**src/rtl/xlate_pkg.sv**
```systemverilog
package xlate_pkg;
  localparam int VA_W  = 32;
  localparam int OFF_W = 12;
  localparam int VPN_W = VA_W - OFF_W;
  localparam int PPN_W = 20;
  localparam int PA_W  = PPN_W + OFF_W;
  localparam int PTE_W = 32;
  localparam int PTE_VLD = 31;
  localparam int PTE_RES = 30;
  localparam int PTE_WR  = 29;

  typedef enum logic [1:0] {WK_IDLE, WK_REQ, WK_WAIT, WK_FLT} walk_state_e;

  // entry address = base + 4 * vpn
  function automatic logic [PA_W-1:0] pte_addr(input logic [PA_W-1:0] base,
                                                input logic [VPN_W-1:0] vpn);
    return base + PA_W'({vpn, 2'b00});
  endfunction

  function automatic logic pte_usable(input logic [PTE_W-1:0] pte);
    return pte[PTE_VLD] & pte[PTE_RES];
  endfunction
endpackage

```
**src/rtl/xlate_victim.sv**
```systemverilog
module xlate_victim #(
  parameter int N_ENT = 2
) (
  input  logic [N_ENT-1:0] valid,
  input  logic [N_ENT-1:0] ref_bits,
  output logic [N_ENT-1:0] sel
);
  logic found;
  always_comb begin
    sel   = '0;
    found = 1'b0;
    for (int i = 0; i < N_ENT; i++) begin
      if (!found && !valid[i]) begin
        sel[i] = 1'b1;
        found  = 1'b1;
      end
    end
    for (int i = 0; i < N_ENT; i++) begin
      if (!found && !ref_bits[i]) begin
        sel[i] = 1'b1;
        found  = 1'b1;
      end
    end
    if (!found) sel[0] = 1'b1;
  end
endmodule

```
**src/rtl/xlate_table.sv**
```systemverilog
module xlate_table import xlate_pkg::*; #(
  parameter int N_ENT = 2,
  parameter int PID_W = 8
) (
  input  logic             clk,
  input  logic             rst_n,
  input  logic [VPN_W-1:0] look_vpn,
  input  logic [PID_W-1:0] look_pid,
  input  logic             touch_en,
  input  logic             dirty_en,
  input  logic             flush,
  input  logic             ref_clear,
  input  logic             fill_en,
  input  logic [N_ENT-1:0] fill_sel,
  input  logic [VPN_W-1:0] fill_vpn,
  input  logic [PID_W-1:0] fill_pid,
  input  logic [PPN_W-1:0] fill_ppn,
  input  logic             fill_wr,
  output logic [N_ENT-1:0] match,
  output logic [PPN_W-1:0] hit_ppn,
  output logic             hit_wr,
  output logic             hit_dirty,
  output logic [N_ENT-1:0] valid_o,
  output logic [N_ENT-1:0] ref_o
);
  logic [N_ENT-1:0] valid_q, ref_q, dirty_q, wr_q;
  logic [VPN_W-1:0] vpn_q [N_ENT];
  logic [PID_W-1:0] pid_q [N_ENT];
  logic [PPN_W-1:0] ppn_q [N_ENT];

  always_comb begin
    hit_ppn   = '0;
    hit_wr    = 1'b0;
    hit_dirty = 1'b0;
    for (int i = 0; i < N_ENT; i++) begin
      match[i] = valid_q[i] && (vpn_q[i] == look_vpn) && (pid_q[i] == look_pid);
      if (match[i]) begin
        hit_ppn   = hit_ppn | ppn_q[i];
        hit_wr    = hit_wr | wr_q[i];
        hit_dirty = hit_dirty | dirty_q[i];
      end
    end
  end

  always_ff @(posedge clk or negedge rst_n) begin
    if (!rst_n) begin
      valid_q <= '0;
      ref_q   <= '0;
      dirty_q <= '0;
      wr_q    <= '0;
      for (int i = 0; i < N_ENT; i++) begin
        vpn_q[i] <= '0;
        pid_q[i] <= '0;
        ppn_q[i] <= '0;
      end
    end else begin
      for (int i = 0; i < N_ENT; i++) begin
        if (flush) valid_q[i] <= 1'b0;
        else if (fill_en && fill_sel[i]) valid_q[i] <= 1'b1;
        if (fill_en && fill_sel[i]) begin
          vpn_q[i]   <= fill_vpn;
          pid_q[i]   <= fill_pid;
          ppn_q[i]   <= fill_ppn;
          wr_q[i]    <= fill_wr;
          dirty_q[i] <= 1'b0;
        end else if (dirty_en && match[i]) begin
          dirty_q[i] <= 1'b1;
        end
        if ((fill_en && fill_sel[i]) || (touch_en && match[i])) ref_q[i] <= 1'b1;
        else if (ref_clear) ref_q[i] <= 1'b0;
      end
    end
  end

  assign valid_o = valid_q;
  assign ref_o   = ref_q;

  p_match_onehot_r2: assert property (@(posedge clk) disable iff (!rst_n)
    $onehot0(match));
  p_flush_empties_r9: assert property (@(posedge clk) disable iff (!rst_n)
    flush |=> (valid_q == '0));
  p_fill_takes_free_r10: assert property (@(posedge clk) disable iff (!rst_n)
    (fill_en && !(&valid_q)) |-> ((fill_sel & valid_q) == '0));
  p_ref_cleared_r11: assert property (@(posedge clk) disable iff (!rst_n)
    (ref_clear && !fill_en && !touch_en) |=> (ref_q == '0));
endmodule

```
**src/rtl/xlate_walker.sv**
```systemverilog
module xlate_walker import xlate_pkg::*; #(
  parameter int PID_W = 8
) (
  input  logic             clk,
  input  logic             rst_n,
  input  logic             start,
  input  logic [VPN_W-1:0] start_vpn,
  input  logic [PID_W-1:0] start_pid,
  input  logic [PA_W-1:0]  base,
  output logic             mem_req_valid,
  output logic [PA_W-1:0]  mem_req_addr,
  input  logic             mem_req_ready,
  input  logic             mem_resp_valid,
  input  logic [PTE_W-1:0] mem_resp_data,
  output logic             idle,
  output logic             walking,
  output logic             fill_en,
  output logic [VPN_W-1:0] fill_vpn,
  output logic [PID_W-1:0] fill_pid,
  output logic [PPN_W-1:0] fill_ppn,
  output logic             fill_wr,
  output logic             fault_page
);
  walk_state_e state_q;
  logic [PA_W-1:0]  addr_q;
  logic             resp_evt;
  logic             unused_pte_bits;

  assign unused_pte_bits = ^mem_resp_data[PTE_WR-1:PPN_W];

  always_ff @(posedge clk or negedge rst_n) begin
    if (!rst_n) begin
      state_q  <= WK_IDLE;
      addr_q   <= '0;
      fill_vpn <= '0;
      fill_pid <= '0;
    end else begin
      case (state_q)
        WK_IDLE: if (start) begin
          state_q  <= WK_REQ;
          addr_q   <= pte_addr(base, start_vpn);
          fill_vpn <= start_vpn;
          fill_pid <= start_pid;
        end
        WK_REQ:  if (mem_req_ready) state_q <= WK_WAIT;
        WK_WAIT: if (mem_resp_valid)
                   state_q <= pte_usable(mem_resp_data) ? WK_IDLE : WK_FLT;
        default: state_q <= WK_IDLE;
      endcase
    end
  end

  assign resp_evt      = (state_q == WK_WAIT) && mem_resp_valid;
  assign fill_en       = resp_evt && pte_usable(mem_resp_data);
  assign fill_ppn      = mem_resp_data[PPN_W-1:0];
  assign fill_wr       = mem_resp_data[PTE_WR];
  assign fault_page    = (state_q == WK_FLT);
  assign mem_req_valid = (state_q == WK_REQ);
  assign mem_req_addr  = addr_q;
  assign idle          = (state_q == WK_IDLE);
  assign walking       = (state_q == WK_REQ) || (state_q == WK_WAIT);

  p_req_held_r3: assert property (@(posedge clk) disable iff (!rst_n)
    (mem_req_valid && !mem_req_ready) |=> (mem_req_valid && $stable(mem_req_addr)));
  p_fault_pulse_r5: assert property (@(posedge clk) disable iff (!rst_n)
    fault_page |=> !fault_page);
endmodule

```
**src/rtl/xlate_unit.sv**
```systemverilog
module xlate_unit import xlate_pkg::*; #(
  parameter int N_ENT = 2,
  parameter int PID_W = 8
) (
  input  logic             clk,
  input  logic             rst_n,
  input  logic             req_valid,
  input  logic [VA_W-1:0]  req_vaddr,
  input  logic             req_store,
  input  logic [PID_W-1:0] cur_pid,
  input  logic             base_wr,
  input  logic [PA_W-1:0]  base_wdata,
  input  logic             flush,
  input  logic             ref_clear,
  output logic             resp_hit,
  output logic [PA_W-1:0]  resp_paddr,
  output logic             resp_dirty,
  output logic             busy,
  output logic             fault_page,
  output logic             fault_prot,
  output logic             mem_req_valid,
  output logic [PA_W-1:0]  mem_req_addr,
  input  logic             mem_req_ready,
  input  logic             mem_resp_valid,
  input  logic [PTE_W-1:0] mem_resp_data
);
  logic [PA_W-1:0]  base_q;
  logic [VPN_W-1:0] look_vpn;
  logic [N_ENT-1:0] match, valid_bits, ref_bits, victim_sel;
  logic [PPN_W-1:0] hit_ppn, fill_ppn;
  logic [VPN_W-1:0] fill_vpn;
  logic [PID_W-1:0] fill_pid;
  logic hit_wr, hit_dirty, fill_en, fill_wr;
  logic walk_idle, walking;
  logic lookup_en, any_hit, prot_evt, miss_evt, hit_evt;

  always_ff @(posedge clk or negedge rst_n) begin
    if (!rst_n) base_q <= '0;
    else if (base_wr) base_q <= base_wdata;
  end

  assign look_vpn  = req_vaddr[VA_W-1:OFF_W];
  assign lookup_en = req_valid && walk_idle;
  assign any_hit   = |match;
  assign prot_evt  = lookup_en && any_hit && req_store && !hit_wr;
  assign hit_evt   = lookup_en && any_hit && !prot_evt;
  assign miss_evt  = lookup_en && !any_hit;

  xlate_table #(.N_ENT(N_ENT), .PID_W(PID_W)) u_table (
    .clk(clk), .rst_n(rst_n), .look_vpn(look_vpn), .look_pid(cur_pid),
    .touch_en(hit_evt), .dirty_en(hit_evt && req_store),
    .flush(flush), .ref_clear(ref_clear),
    .fill_en(fill_en), .fill_sel(victim_sel), .fill_vpn(fill_vpn),
    .fill_pid(fill_pid), .fill_ppn(fill_ppn), .fill_wr(fill_wr),
    .match(match), .hit_ppn(hit_ppn), .hit_wr(hit_wr), .hit_dirty(hit_dirty),
    .valid_o(valid_bits), .ref_o(ref_bits));

  xlate_victim #(.N_ENT(N_ENT)) u_victim (
    .valid(valid_bits), .ref_bits(ref_bits), .sel(victim_sel));

  xlate_walker #(.PID_W(PID_W)) u_walker (
    .clk(clk), .rst_n(rst_n), .start(miss_evt), .start_vpn(look_vpn),
    .start_pid(cur_pid), .base(base_q),
    .mem_req_valid(mem_req_valid), .mem_req_addr(mem_req_addr),
    .mem_req_ready(mem_req_ready), .mem_resp_valid(mem_resp_valid),
    .mem_resp_data(mem_resp_data), .idle(walk_idle), .walking(walking),
    .fill_en(fill_en), .fill_vpn(fill_vpn), .fill_pid(fill_pid),
    .fill_ppn(fill_ppn), .fill_wr(fill_wr), .fault_page(fault_page));

  assign resp_hit   = hit_evt;
  assign resp_paddr = {hit_ppn, req_vaddr[OFF_W-1:0]};
  assign resp_dirty = hit_evt && hit_dirty;
  assign fault_prot = prot_evt;
  assign busy       = miss_evt || walking;

  p_fault_quiet_r5: assert property (@(posedge clk) disable iff (!rst_n)
    fault_page |-> (!resp_hit && !busy));
  p_walk_after_stall_r3: assert property (@(posedge clk) disable iff (!rst_n)
    $rose(mem_req_valid) |-> $past(busy));
endmodule

```
**config.mk**
```make
export PLATFORM = sky130hd
export DESIGN_NAME = xlate_unit
export DESIGN_NICKNAME = d
export VERILOG_FILES = /design/src/rtl/xlate_pkg.sv /design/src/rtl/xlate_victim.sv /design/src/rtl/xlate_table.sv /design/src/rtl/xlate_walker.sv /design/src/rtl/xlate_unit.sv
export SDC_FILE = /design/constraint.sdc
export NUM_CORES = 1
export LEC_CHECK = 0
export CAP_MARGIN = 10
export CORE_MARGIN = 2
export CORE_UTILIZATION = 29
export CTS_CLUSTER_DIAMETER = 40
export DETAILED_ROUTE_END_ITERATION = 16
export DONT_BUFFER_PORTS = 1
export GPL_TIMING_DRIVEN = 1
export PLACE_DENSITY_LB_ADDON = 0.2
export SLEW_MARGIN = 20
export SYNTH_ARGS = -nofsm -noshare
export SYNTH_HDL_FRONTEND = slang
export SYNTH_SLANG_ARGS = --single-unit
```
**constraint.sdc**
```tcl
create_clock -name clk -period 6.7 [get_ports clk]
set_input_delay 0.67 -clock clk [delete_from_list [all_inputs] [get_ports clk]]
set_output_delay 0.67 -clock clk [all_outputs]
set_load 0.05 [all_outputs]
```
==> results.md <==
- Status: complete, no violations
- Fin Setup TNS: 0 ns
- GRT Overall Usage: 14.5%
- Total grt overflow: 0
- Crit path max fanout: 25
- Syn_nets: 983
- Initial antenna violation count: 2
- Fin nets: 964
- CTS buffer count: 17
- DR iter-0 viols: 194
- Worst Skew: 0.0148 ns
- Top delay family on crit path: compound AO/OA/AOI/OAI gates
- Worst Setup EP: resp_dirty
- Core area: 32,500 um2
- Rows: 66
- Post-Syn Instances: 845
- Setup crit start kind: flop
- Hold Violations, Final: 0
- Data required, critical path: 6.03 ns
- Starting Density: 29.5%
- Layout area overhead: 11.1%
- Endpoints failing setup: 0
- Clock buffer depth: 2
- Number of synthesized flops with an enable pin: 0
- Synth cell types: 51
- Hold crit path type: in -> async
- CP cell instances: xnor2_1 > nand4_1 > nor4_1 > and4_1 > buf_4 > nand2_1 > a311oi_1 > a22o_1
- Reg2reg start: u_table.pid_q[1]
- DP HPWL: 16,400 um
- CP arrival: 3.52 ns
- Largest net degree at the start of global routing: 199
- Worst r2r dst: u_walker.state_q[0]
- Crit path launch: u_table.pid_q[1]
- Io pins: 183
- Critical path depth: 8
- CTS tree: done
- Max Clock Freq: 238 MHz
- Post-synth ARST share: 100%
- Post-cts sizing count: 0
- R2R depth: 10
- Placer Congestion: 0.737
- Static leakage: 4.80 nW
- Max cap viols: 0
- WP buf/inv: 1
- Htree depth: 4
- Average size of a mapped cell: 11.3 um2
- Clk sink count: 198
- Top_reg_cell synth: dfrtp_1
- Final Cell Area: 10,700 um2
- RSZ-0062 raised after global routing: false
- First-pass DRT Iterations: 4
- Drt wl/cell: 18.9 um
- Worst-Skew Late Latency: 0.45 ns
- Max_slew headroom: 38.1%
- Buffers on Ports: 0
- # DRC: 0
- Tot Pwr: 4.02 mW
- Dpl cell area: 9990 um2
- Setup CP Type: reg -> out
- Vias in the first global route: 6,272
- First-pass GRT wire length: 37,400 um
- Crit. End Element: primary output
- Pwr Density: 378 nW/um2
- Total routed wirelength: 24,200 um
- Die height: 186 um
- Vias/cell: 4.69
- Final ANT Viol Nets: 0
- Layout cells sized above 1: 21.5%
- Clk Tree Root Cell: clkbuf_16
- Max-slew violation count: 0
- Vias: 6,009
- R2r setup slk: 2.99 ns
- Worst Tran Pin Value: 0.925 ns
- CP peak stage delay: 0.56 ns
- Crit path time final: 4.19 ns
- Critical Path Slowest Stage Cell: a22o_1
- Die ar.: 34,500 um2
- Tcrit/Tclk final: 62.6%
- Max rail drop VDD: 0.194 mV
- Register area share after synthesis: 51.7%
- Clock transition at path regs: 0.08 ns
- Mapped Area: 9590 um2
- #FFs+latches synth: 198
- Ys Warns: 0
- Ant diodes: 0
- Chip Width: 186 um
metrics by stage:
| stage | utilization (%) | instances | hold WS [ns] | worst slack (ns) |
|---|---|---|---|---|
| 2_1_floorplan | - | 845 | 0.374 | 2.87 |
| 3_3_place_gp | 30.7 | 1247 | 0.388 | 2.71 |
| 3_5_place_dp | 30.7 | 1247 | 0.396 | 2.70 |
| 4_1_cts | 32.7 | 1280 | 0.249 | 2.49 |
| 5_1_grt | 32.8 | 1281 | 0.0800 | 2.24 |
| 6_report | 32.8 | 1281 | 0.0881 | 2.51 |
cell type report:
class                           count  area (um2)
Fill cell                        3382       21900
Sequential cell                   198        4950
Multi-Input combinational cell    584        4370
Tap cell                          442         553
Clock buffer                       18         439
Clock inverter                     14         168
Timing Repair Buffer                9         108
Inverter                           16        60.1
synthesized netlist by cell type, drive strengths merged (2+ instances only):
cell type  instances  area (um2)
a211o              2        17.5
a211oi             2        15.0
a21o               8        60.1
a21oi             27         135
a22o              21         184
a311oi             3        26.3
a31oi              4        25.0
and3               5        31.3
and4               2        17.5
buf               25         153
clkbuf            22        82.6
dfrtp            198        4950
ha                24         300
inv               16        60.1
mux2             130        1470
mux2i              5        50.1
nand2            140         526
nand2b             3        18.8
nand3              7        35.0
nand3b             4        30.0
nand4             13        81.3
nor2              19        71.3
nor3               6        35.0
nor3b              4        30.0
nor4               9        56.3
o211ai             2        15.0
o21a               5        37.5
o21ai             36         180
o21bai             3        22.5
o31ai              2        15.0
or3                7        43.8
xnor2             45         394
xor2              32         280
repair_timing:
| item | CTS | global route |
|---|---|---|
| buffers inserted | 0 | 0 |
| hold buffers | 1 | 0 |
| setup endpoints to repair | 0 | 0 |
| endpoints found under the hold margin | 198 | 0 |
metal layers:
| metal | vias up | global-route usage [%] | wire, um |
|---|---|---|---|
| met5 | - | 0 | 13 |
| met2 | 121 | 23.2 | 11100 |
| met3 | 18 | 5.67 | 2100 |
| met1 | 2968 | 18.0 | 10700 |
| li1 | 2900 | - | - |
| met4 | 2 | 4.47 | 310 |
layout by cell type, fill, tap and decap left out, types with 9 or more instances in the layout:
cell type | netlist | final
dfrtp_1 | 198 | 198
nand2_1 | 140 | 140
mux2_2 | 129 | 129
xnor2_1 | 45 | 45
o21ai_0 | 36 | 36
xor2_1 | 32 | 32
a21oi_1 | 27 | 26
ha_1 | 24 | 24
a22o_1 | 21 | 21
nor2_1 | 19 | 18
clkbuf_16 | 0 | 17
inv_1 | 16 | 16
nand4_1 | 13 | 13
nor4_1 | 9 | 9
flip-flops by register name (all words and copies together) (netlist names):
| name | flops |
|---|---|
| base_q | 32 |
| u_table.dirty_q | 2 |
| u_table.pid_q | 16 |
| u_table.ppn_q | 40 |
| u_table.ref_o | 2 |
| u_table.valid_o | 2 |
| u_table.vpn_q | 40 |
| u_table.wr_q | 2 |
| u_walker.fill_pid | 8 |
| u_walker.fill_vpn | 20 |
| u_walker.mem_req_addr | 32 |
| u_walker.state_q | 2 |
power breakdown:
part	switching [mW]	internal, mW	total, mW
Sequential	0.576	1.54	2.11
Clock	0.509	0.573	1.08
Combinational	0.449	0.380	0.829
kinds of logic after synthesis:
group,after synthesis,synth area share (%)
simple gates,224,10.6
mux,135,15.8
flops,198,51.7
compound gates,123,8.39
xor+xnor,77,7.03
fa+ha+maj,25,3.34
buf+inv,63,3.08
worst min-delay path by stage:
stage | start | end | slack, ns
floorplan | rst_n | base_q[0] | 0.37
global placement | rst_n | u_walker.fill_pid[0] | 0.39
detailed placement | rst_n | u_table.ppn_q[20] | 0.40
CTS | flush | u_table.valid_o[0] | 0.25
global route | rst_n | u_table.ppn_q[39] | 0.08
finish | rst_n | u_table.ppn_q[20] | 0.09
Power figures use the tool's default switching activity.
